### config.mk
export PLATFORM = sky130hd
export DESIGN_NAME = cfgbank_top
export DESIGN_NICKNAME = d
export VERILOG_FILES = /design/src/rtl/cfgbank_pkg.sv /design/src/rtl/cfgbank_decode.sv /design/src/rtl/cfgbank_slot.sv /design/src/rtl/cfgbank_rdmux.sv /design/src/rtl/cfgbank_top.sv
export SDC_FILE = /design/constraint.sdc
export NUM_CORES = 1
export LEC_CHECK = 0
export BUFFER_PORTS_ARGS = -buffer_cell sky130_fd_sc_hd__buf_4
export CAP_MARGIN = 30
export CORE_UTILIZATION = 40
export CTS_CLUSTER_SIZE = 28
export DETAILED_ROUTE_END_ITERATION = 10
export PLACE_DENSITY_LB_ADDON = 0.3
export SETUP_SLACK_MARGIN = 0.2
export SLEW_MARGIN = 20
export SYNTH_ARGS = -nofsm -noshare
export SYNTH_HDL_FRONTEND = slang
export SYNTH_SLANG_ARGS = --single-unit
### constraint.sdc
create_clock -name clk -period 8.1 [get_ports clk]
set_clock_uncertainty 0.1 [all_clocks]
set_input_delay 0.405 -clock clk [delete_from_list [all_inputs] [get_ports clk]]
set_output_delay 0.405 -clock clk [all_outputs]
set_load 0.005 [all_outputs]
### src/rtl/cfgbank_pkg.sv
package cfgbank_pkg;

  localparam int DW = 8;
  localparam int AW = 8;
  localparam int NCH = 2;
  localparam int NREG = 10;
  localparam int CHIDX_SLOT = 3;
  localparam logic [AW-1:0] XFER_ADDR = 8'hFF;

  typedef struct packed {
    logic [AW-1:0] addr;
    logic [DW-1:0] mask;
    logic [DW-1:0] rstv;
    logic          is_local;
  } slot_t;

  function automatic slot_t slot_info(input int idx);
    slot_t s;
    case (idx)
      0:       s = '{addr: 8'h00, mask: 8'h7E, rstv: 8'h18, is_local: 1'b0};
      1:       s = '{addr: 8'h01, mask: 8'hFF, rstv: 8'h00, is_local: 1'b0};
      2:       s = '{addr: 8'h02, mask: 8'h0F, rstv: 8'h00, is_local: 1'b0};
      3:       s = '{addr: 8'h05, mask: 8'h03, rstv: 8'h03, is_local: 1'b0};
      4:       s = '{addr: 8'h08, mask: 8'hFF, rstv: 8'h00, is_local: 1'b1};
      5:       s = '{addr: 8'h0D, mask: 8'h3F, rstv: 8'h00, is_local: 1'b0};
      6:       s = '{addr: 8'h14, mask: 8'h0F, rstv: 8'h01, is_local: 1'b1};
      7:       s = '{addr: 8'h18, mask: 8'hC3, rstv: 8'hC0, is_local: 1'b0};
      8:       s = '{addr: 8'h2A, mask: 8'hFF, rstv: 8'h00, is_local: 1'b1};
      default: s = '{addr: 8'h30, mask: 8'hFF, rstv: 8'h00, is_local: 1'b1};
    endcase
    return s;
  endfunction

  // double-buffered window: 0x08..0x18 plus 0x30
  function automatic logic is_shadowed(input logic [AW-1:0] a);
    return ((a >= 8'h08) && (a <= 8'h18)) || (a == 8'h30);
  endfunction

endpackage

### src/rtl/cfgbank_decode.sv
module cfgbank_decode
  import cfgbank_pkg::*;
(
  input  logic [AW-1:0]   addr,
  input  logic            wr_en,
  input  logic            xfer_bit,
  output logic [NREG-1:0] addr_hit,
  output logic            commit
);

  for (genvar i = 0; i < NREG; i++) begin : g_hit
    localparam slot_t S = slot_info(i);
    assign addr_hit[i] = (addr == S.addr);
  end

  assign commit = wr_en && (addr == XFER_ADDR) && xfer_bit;

endmodule

### src/rtl/cfgbank_slot.sv
module cfgbank_slot
  import cfgbank_pkg::*;
#(
  parameter logic [DW-1:0] MASK      = 8'hFF,
  parameter logic [DW-1:0] RSTV      = 8'h00,
  parameter bit            IS_LOCAL  = 1'b0,
  parameter bit            IS_SHADOW = 1'b0
) (
  input  logic            clk,
  input  logic            rst_n,
  input  logic            wr_hit,
  input  logic [DW-1:0]   wdata,
  input  logic [NCH-1:0]  ch_sel,
  input  logic            commit,
  output logic [DW-1:0]   view_a,
  output logic [DW-1:0]   view_b,
  output logic [DW-1:0]   act_a,
  output logic [DW-1:0]   act_b
);

  localparam int NCOPY = IS_LOCAL ? NCH : 1;

  logic [DW-1:0] act_q  [NCOPY];
  logic [DW-1:0] act_d  [NCOPY];
  logic [DW-1:0] shd_q  [NCOPY];
  logic [DW-1:0] shd_d  [NCOPY];
  logic          we     [NCOPY];

  for (genvar c = 0; c < NCOPY; c++) begin : g_copy
    assign we[c] = wr_hit & (IS_LOCAL ? ch_sel[c] : 1'b1);

    always_comb begin
      shd_d[c] = we[c] ? (wdata & MASK) : shd_q[c];
      act_d[c] = IS_SHADOW ? (commit ? shd_q[c] : act_q[c]) : shd_d[c];
    end

    always_ff @(posedge clk or negedge rst_n) begin
      if (!rst_n) act_q[c] <= RSTV;
      else        act_q[c] <= act_d[c];
    end

    if (IS_SHADOW) begin : g_pend
      always_ff @(posedge clk or negedge rst_n) begin
        if (!rst_n) shd_q[c] <= RSTV;
        else        shd_q[c] <= shd_d[c];
      end
    end else begin : g_direct
      assign shd_q[c] = act_q[c];
    end
  end

  assign view_a = shd_q[0];
  assign view_b = shd_q[NCOPY-1];
  assign act_a  = act_q[0];
  assign act_b  = act_q[NCOPY-1];

endmodule

### src/rtl/cfgbank_rdmux.sv
module cfgbank_rdmux
  import cfgbank_pkg::*;
(
  input  logic               clk,
  input  logic               rst_n,
  input  logic               rd_en,
  input  logic [NREG-1:0]    addr_hit,
  input  logic [NCH-1:0]     ch_sel,
  input  logic [NREG*DW-1:0] view_a,
  input  logic [NREG*DW-1:0] view_b,
  output logic [DW-1:0]      rdata
);

  logic [DW-1:0] rd_sel;
  logic [DW-1:0] rdata_d;
  logic          pick_b;

  assign pick_b = (ch_sel == 2'b10);

  always_comb begin
    rd_sel = '0;
    for (int i = 0; i < NREG; i++) begin
      if (addr_hit[i]) rd_sel = pick_b ? view_b[i*DW +: DW] : view_a[i*DW +: DW];
    end
    rdata_d = rd_en ? rd_sel : rdata;
  end

  always_ff @(posedge clk or negedge rst_n) begin
    if (!rst_n) rdata <= '0;
    else        rdata <= rdata_d;
  end

endmodule

### src/rtl/cfgbank_top.sv
module cfgbank_top
  import cfgbank_pkg::*;
(
  input  logic               clk,
  input  logic               rst_n,
  input  logic [AW-1:0]      addr,
  input  logic [DW-1:0]      wdata,
  input  logic               wr_en,
  input  logic               rd_en,
  output logic [DW-1:0]      rdata,
  output logic [NREG*DW-1:0] act_a,
  output logic [NREG*DW-1:0] act_b
);

  logic [1:0]         rst_sync;
  logic               rst_i;
  logic [NREG-1:0]    addr_hit;
  logic               commit;
  logic [NCH-1:0]     ch_sel;
  logic [NREG*DW-1:0] view_a;
  logic [NREG*DW-1:0] view_b;

  always_ff @(posedge clk or negedge rst_n) begin
    if (!rst_n) rst_sync <= 2'b00;
    else        rst_sync <= {rst_sync[0], 1'b1};
  end
  assign rst_i = rst_sync[1];

  cfgbank_decode u_dec (
    .addr     (addr),
    .wr_en    (wr_en),
    .xfer_bit (wdata[0]),
    .addr_hit (addr_hit),
    .commit   (commit)
  );

  assign ch_sel = act_a[CHIDX_SLOT*DW +: NCH];

  for (genvar i = 0; i < NREG; i++) begin : g_slot
    localparam slot_t S = slot_info(i);
    cfgbank_slot #(
      .MASK      (S.mask),
      .RSTV      (S.rstv),
      .IS_LOCAL  (S.is_local),
      .IS_SHADOW (is_shadowed(S.addr))
    ) u_slot (
      .clk    (clk),
      .rst_n  (rst_i),
      .wr_hit (wr_en & addr_hit[i]),
      .wdata  (wdata),
      .ch_sel (ch_sel),
      .commit (commit),
      .view_a (view_a[i*DW +: DW]),
      .view_b (view_b[i*DW +: DW]),
      .act_a  (act_a[i*DW +: DW]),
      .act_b  (act_b[i*DW +: DW])
    );
  end

  cfgbank_rdmux u_rd (
    .clk      (clk),
    .rst_n    (rst_i),
    .rd_en    (rd_en),
    .addr_hit (addr_hit),
    .ch_sel   (ch_sel),
    .view_a   (view_a),
    .view_b   (view_b),
    .rdata    (rdata)
  );

endmodule

Yosys cells after proc, flatten, opt, wreduce, memory -nomap -nowiden
Index checks and enable logic that the tools add are counted.
{"block": "totals", "reg_bits": 146, "in_bits": 20, "output_inout_bits": 168, "wordCells": 70}
{"block": "op_classes", "n_eq_ne": 11, "mux": 14, "n_bitwise": 18, "n_reduce_logical": 3}
{"cell": "$mux W8", "count": 12}
{"cell": "$and A1 B1 Y1", "count": 18}
{"cell": "$eq A8 B4 Y1 const B", "count": 2}
{"cell": "$eq A8 B5 Y1 const B", "count": 2}
{"cell": "$eq A8 B6 Y1 const B", "count": 2}
{"cell": "$eq A8 B1 Y1 const B", "count": 1}
{"cell": "$eq A8 B2 Y1 const B", "count": 1}
{"cell": "$eq A8 B3 Y1 const B", "count": 1}
{"cell": "$eq A8 B8 Y1 const B", "count": 1}
{"cell": "$logic_not A8 Y1", "count": 1}
{"cell": "$mux W7", "count": 1}
{"cell": "$mux W4", "count": 1}
{"cell": "$eq A2 B2 Y1 const B", "count": 1}
{"cell": "$logic_and A1 B1 Y1", "count": 2}

Depth between registers and ports, before layout
{"block": "logic_depth", "word_depth": 11, "mapped_depth": 8, "depth_no_buf": 6}

By module
A second synthesis with hierarchy kept.
{"block": "unflattened", "cells_unflattened": 815, "hier_area_um2": 8901.0}
{"module": "cfgbank_slot (g_slot[4].u_slot ...)", "instances": 2, "cells_per_inst": 68, "area_each_um2": 1242.4, "seq_area_each_um2": 800.8}
{"module": "cfgbank_rdmux", "instances": 1, "cells_per_inst": 297, "area_each_um2": 1925.6, "seq_area_each_um2": 200.2}
{"module": "cfgbank_slot (g_slot[6].u_slot)", "instances": 1, "cells_per_inst": 52, "area_each_um2": 728.2, "seq_area_each_um2": 405.4}
{"module": "cfgbank_slot (g_slot[8].u_slot)", "instances": 1, "cells_per_inst": 50, "area_each_um2": 713.2, "seq_area_each_um2": 400.4}
{"module": "cfgbank_slot (g_slot[5].u_slot)", "instances": 1, "cells_per_inst": 47, "area_each_um2": 656.9, "seq_area_each_um2": 300.3}
{"module": "cfgbank_slot (g_slot[1].u_slot)", "instances": 1, "cells_per_inst": 41, "area_each_um2": 511.7, "seq_area_each_um2": 200.2}
{"module": "cfgbank_slot (g_slot[7].u_slot)", "instances": 1, "cells_per_inst": 41, "area_each_um2": 479.2, "seq_area_each_um2": 205.2}
{"module": "cfgbank_slot (g_slot[0].u_slot)", "instances": 1, "cells_per_inst": 40, "area_each_um2": 452.9, "seq_area_each_um2": 152.6}
{"module": "cfgbank_slot (g_slot[2].u_slot)", "instances": 1, "cells_per_inst": 37, "area_each_um2": 359.1, "seq_area_each_um2": 100.1}
{"module": "cfgbank_slot (g_slot[3].u_slot)", "instances": 1, "cells_per_inst": 35, "area_each_um2": 304.0, "seq_area_each_um2": 52.6}
{"module": "cfgbank_decode", "instances": 1, "cells_per_inst": 26, "area_each_um2": 168.9, "seq_area_each_um2": 0.0}
{"module": "cfgbank_top", "instances": 1, "cells_per_inst": 13, "area_each_um2": 116.4, "seq_area_each_um2": 50.0}

Worst setup path before layout
Ideal clock, no wire load.
{"block": "synth_timing", "path_kind": "input port to flip-flop", "start": "in addr[3]", "end": "reg g_slot[9].u_slot.shd_q, in the netlist g_slot[9].u_slot.view_a[2]", "setup_time_ns": 0.125, "t_arrival_ns": 2.031, "required_ns": 7.875, "path_slack_ns": 5.845, "path_stages": 6, "n_path_buf": 2, "path_cell_list": "buf_2 > or2_2 > or4_1 > buf_4 > nor2_4 > mux2_2"}
{"block": "synth_via", "elab_chain_cells": 3}
{"element": "from (decl)", "line": "cfgbank_top.sv:6", "text": "input logic [AW-1:0] addr,"}
{"element": "$eq A8 B6 Y1", "line": "cfgbank_decode.sv:13", "text": "assign addr_hit[i] = (addr == S.addr);"}
{"element": "$and A1 B1 Y1", "line": "cfgbank_top.sv:49", "text": ".wr_hit (wr_en & addr_hit[i]),"}
{"element": "$and A1 B1 Y1", "line": "cfgbank_slot.sv:30", "text": "assign we[c] = wr_hit & (IS_LOCAL ? ch_sel[c] : 1'b1);"}
{"element": "to (signal, indexed assignment)", "line": "cfgbank_slot.sv:45", "text": "else shd_q[c] <= shd_d[c];"}
{"element": "to (decl)", "line": "cfgbank_slot.sv:25", "text": "logic [DW-1:0] shd_q [NCOPY];"}
No other way between the ends.
A chain may end at the register's enable or synchronous reset.

Final worst setup path
{"block": "layout_timing", "start": "reg g_slot[3].u_slot.act_q, in the netlist g_slot[3].u_slot.act_a[1]", "end": "reg u_rd.rdata[7]"}
{"block": "layout_via", "elab_chain_cells": 8, "elab_cells_between_ends": 10, "classes_between": "eq/ne: 1; mux: 9"}
{"element": "from (decl)", "line": "cfgbank_slot.sv:23", "text": "logic [DW-1:0] act_q [NCOPY];"}
{"element": "from (signal, indexed assignment)", "line": "cfgbank_slot.sv:39", "text": "else act_q[c] <= act_d[c];"}
{"element": "$eq A2 B2 Y1 *", "line": "cfgbank_rdmux.sv:18", "text": "assign pick_b = (ch_sel == 2'b10);"}
{"element": "$mux W8 (6 in a row)", "line": "cfgbank_rdmux.sv:23", "text": "if (addr_hit[i]) rd_sel = pick_b ? view_b[i*DW +: DW] : view_a[i*DW +: DW];"}
{"element": "$mux W8 *", "line": "cfgbank_rdmux.sv:23"}
{"element": "to (signal assigned)", "line": "cfgbank_rdmux.sv:30", "text": "else rdata <= rdata_d;"}
{"element": "to (decl)", "line": "cfgbank_rdmux.sv:11", "text": "output logic [DW-1:0] rdata"}
Every way passes the cells marked *; elsewhere a longest branch is shown, timed or not.

==> impl_metrics.env <==
export IMPL_overflow=0
export IMPL_yosysWarnings=0
export IMPL_pin_count=188
export IMPL_max_freq_ghz=0.435
export IMPL_fin_crit_sh_pct=28.4
export IMPL_yosys_area_top_type="dfrtp_1"
export IMPL_final_nets=689
export IMPL_numCtsBuffers=17
export IMPL_cts_tree="done"
export IMPL_grt_pass1_vias=4754
export IMPL_rsz0062_at_grt="false"
export IMPL_rr_endpoint="u_rd.rdata[7]$_DFFE_PN0P_"
export IMPL_die_height_um=135
export IMPL_dieArea_sq_um=18300
export IMPL_critical_path_top_delay_family="flip-flops"
export IMPL_floorplan_initialDensity_pct=41.0
export IMPL_drive_above_1_share_pct=49.6
export IMPL_rows=48
export IMPL_crit_fanout=22
export IMPL_synth_area_sq_um=7090
export IMPL_viasPerCell=5.24
export IMPL_dr_pass1_iters=5
export IMPL_n_fill_cell=1535
export IMPL_async_flop_share_pct=100
export IMPL_slew_headroom_pct=45.1
export IMPL_r2r_cells=7
export IMPL_synthFlopType="dfrtp_1"
export IMPL_multi_input_area_sq_um=2930
export IMPL_wl_mm=17.8
export IMPL_worstPathArrival_ps=2500
export IMPL_synth_edf_count=0
export IMPL_grt_usage_pct=20.4
export IMPL_clkLatencyLatePin_ps=430
export IMPL_yosys_top_cells_count="dfrtp_1 (134), mux2_2 (125), buf_4 (75)"
export IMPL_setup_viol_count_final=0
export IMPL_worstSetupEndpointType="flip-flop"
export IMPL_areaGrowthSynthToFinish_pct=22.5
export IMPL_path_clk_slew_ps=60
export IMPL_synth_fa_ha_area_share_pct=0
export IMPL_ant_nets=0
export IMPL_cts_sinks=146
export IMPL_cp_required_ps=8310
export IMPL_dieWidth_um=135
export IMPL_yosysMostFrequentCell="dfrtp_1"
export IMPL_critPathSlowestCell="dfstp_2"
export IMPL_rr_startpoint="g_slot[3].u_slot.act_a[1]$_DFFE_PN1P_"
export IMPL_antenna_cells=0
export IMPL_p_leak_nw=4.30
export IMPL_hp_class="flip-flop to asynchronous set/reset pin"
export IMPL_total_power_mw=1.70
export IMPL_gp_congestion=0.901
export IMPL_crit_path_start_kind="flip-flop"
export IMPL_first_iter_violations=203
export IMPL_register_area_sq_um=3670
export IMPL_clockBufferDepth=2
export IMPL_r2r_slack_ps=5800
export IMPL_synth_top_family_by_area="multiplexers"
export IMPL_critical_path_max_stage_delay_ps=620
export IMPL_synth_cell_type_count=50
export IMPL_yosys_register_bits=146
export IMPL_powerDensity_nw_per_um2=195
export IMPL_setup_tns_ps=0
export IMPL_grt_first_pass_wirelength_mm=27.4
export IMPL_path_cells="nor2b_4, buf_12, mux2_2, a22oi_1, o21ai_0, nor2_1, a21oi_1"
export IMPL_finalCriticalPeriod_ps=2300
export IMPL_antenna_found_initial=0
export IMPL_ys_seq_area_share_pct=51.8
export IMPL_ctsRootBufferMaster="clkbuf_16"
export IMPL_crit_cells=7
export IMPL_slew_viol_final=0
export IMPL_synthCells=554
export IMPL_synth_simple_area_share_pct=7.87
export IMPL_port_buffers=143
export IMPL_synth_top_area_share_pct=47.3
export IMPL_synth_area_leaders="dfrtp_1 (47%), mux2_2 (20%), buf_4 (7.9%)"
export IMPL_core_area_sq_um=17300
export IMPL_synth_xor_area_share_pct=0
export IMPL_synth_mux_area_share_pct=26.4
export IMPL_num_vias=4752
export IMPL_synth_compound_area_share_pct=4.45
export IMPL_ir_drop_mv=0.112
export IMPL_remaining_drc_errors=0
export IMPL_outcome="completed"
export IMPL_dp_hpwl_mm=13.1
export IMPL_timing_hold_violations_final=0
export IMPL_avgSynthCellArea_sq_um=12.8
export IMPL_htreeDepth=4
export IMPL_drv_cap=0
export IMPL_grt_max_degree=61
export IMPL_wl_per_cell_um=19.6
export IMPL_crit_type="flip-flop to flip-flop"
export IMPL_worst_pin_slew_ps=820
export IMPL_critPathBufInv=1
export IMPL_cts_setup_buffers=0
-- stage by stage --
stage	hold slack (ps)	setup WS, ps	cell area (sq um)	util (%)	instances
2_1_floorplan	9.41	3650	7250	-	597
3_5_place_dp	88.9	5480	8010	46.3	873
5_1_grt	187	5630	8680	50.2	907
6_report	151	5800	8680	50.2	907
3_3_place_gp	87.8	5510	7980	46.1	871
4_1_cts	170	5470	8660	50.1	906
-- state kept, by name, indices dropped and copies added, names as in the netlist --
| signal | count |
|---|---|
| g_slot.u_slot.view_b | 20 |
| rst_sync | 2 |
| g_slot.u_slot.act_a | 58 |
| g_slot.u_slot.act_b | 28 |
| g_slot.u_slot.view_a | 30 |
| u_rd.rdata | 8 |
-- per-layer routing --
layer / vias to the layer above / GRT usage, % / share of wire (%) / wire length, um
li1: 2113 / - / - / -
met1: 2405 / 27.5 / 45 / 7970
met2: 207 / 31.4 / 47 / 8340
met3: 27 / 5.07 / 5.9 / 1060
met4: 0 / 8.36 / 2.4 / 434
met5: - / 0 / 0 / 0
-- how the worst max path moves through the flow --
stage | startpoint | to | slack [ps]
after floorplan | rst_sync[1]$_DFF_PN0_ | g_slot[0].u_slot.act_a[1]$_DFFE_PN0P_ | 3650
after CTS | g_slot[3].u_slot.act_a[1]$_DFFE_PN1P_ | u_rd.rdata[3]$_DFFE_PN0P_ | 5470
final | g_slot[3].u_slot.act_a[1]$_DFFE_PN1P_ | u_rd.rdata[7]$_DFFE_PN0P_ | 5800
after global routing | g_slot[3].u_slot.act_a[1]$_DFFE_PN1P_ | u_rd.rdata[0]$_DFFE_PN0P_ | 5630
after detailed placement | g_slot[3].u_slot.act_a[1]$_DFFE_PN1P_ | u_rd.rdata[3]$_DFFE_PN0P_ | 5480
after global placement | g_slot[3].u_slot.act_a[1]$_DFFE_PN1P_ | u_rd.rdata[2]$_DFFE_PN0P_ | 5510
-- power by group --
group | total [mW] | leakage, nW | internal, mW | switching [mW]
combinational | 0.0966 | 2.02 | 0.0399 | 0.0567
clock | 0.841 | 0.305 | 0.547 | 0.294
sequential | 0.758 | 1.98 | 0.742 | 0.0162
-- area by class of cell --
type / count / area share, %
Sequential cell: 146 / 42.3
Multi-Input combinational cell: 353 / 33.7
Clock inverter: 9 / 1.76
Inverter: 1 / 0.0432
Tap cell: 225 / 3.24
Clock buffer: 23 / 5.62
Timing Repair Buffer: 150 / 13.3
-- kinds of logic (layout without fill, tap and decap cells) --
group,after synthesis,after routing
AOI/OAI and AO/OA,51,51
muxes,169,169
and+or+nand+nor,88,88
buffers and inverters,98,183
DFF,146,146
other,2,45
-- timing repair --
action                                  in CTS  in global routing
endpoints found under the setup margin       0                  0
hold buffers                                 1                  0
endpoints found under the hold margin        2                  0
gates resized for setup                      0                  0
-- layout by cell type, fill, tap and decap left out, types with 4 or more instances in the layout --
cell,netlist,final
a21oi_1,16,16
conb_1,2,45
clkbuf_16,0,17
nor2b_1,6,5
a211oi_1,4,4
nand4_1,6,6
mux2_2,125,125
dfrtp_1,134,133
nand3b_1,4,4
bufinv_16,0,4
nor2_1,17,17
mux2i_1,25,25
buf_4,75,146
nand2_1,17,17
mux2_1,19,19
o21ai_0,13,13
clkbuf_8,0,4
nor4_2,3,4
dfstp_2,12,12
nand3_1,9,9
(Power assumes the default switching activity.)
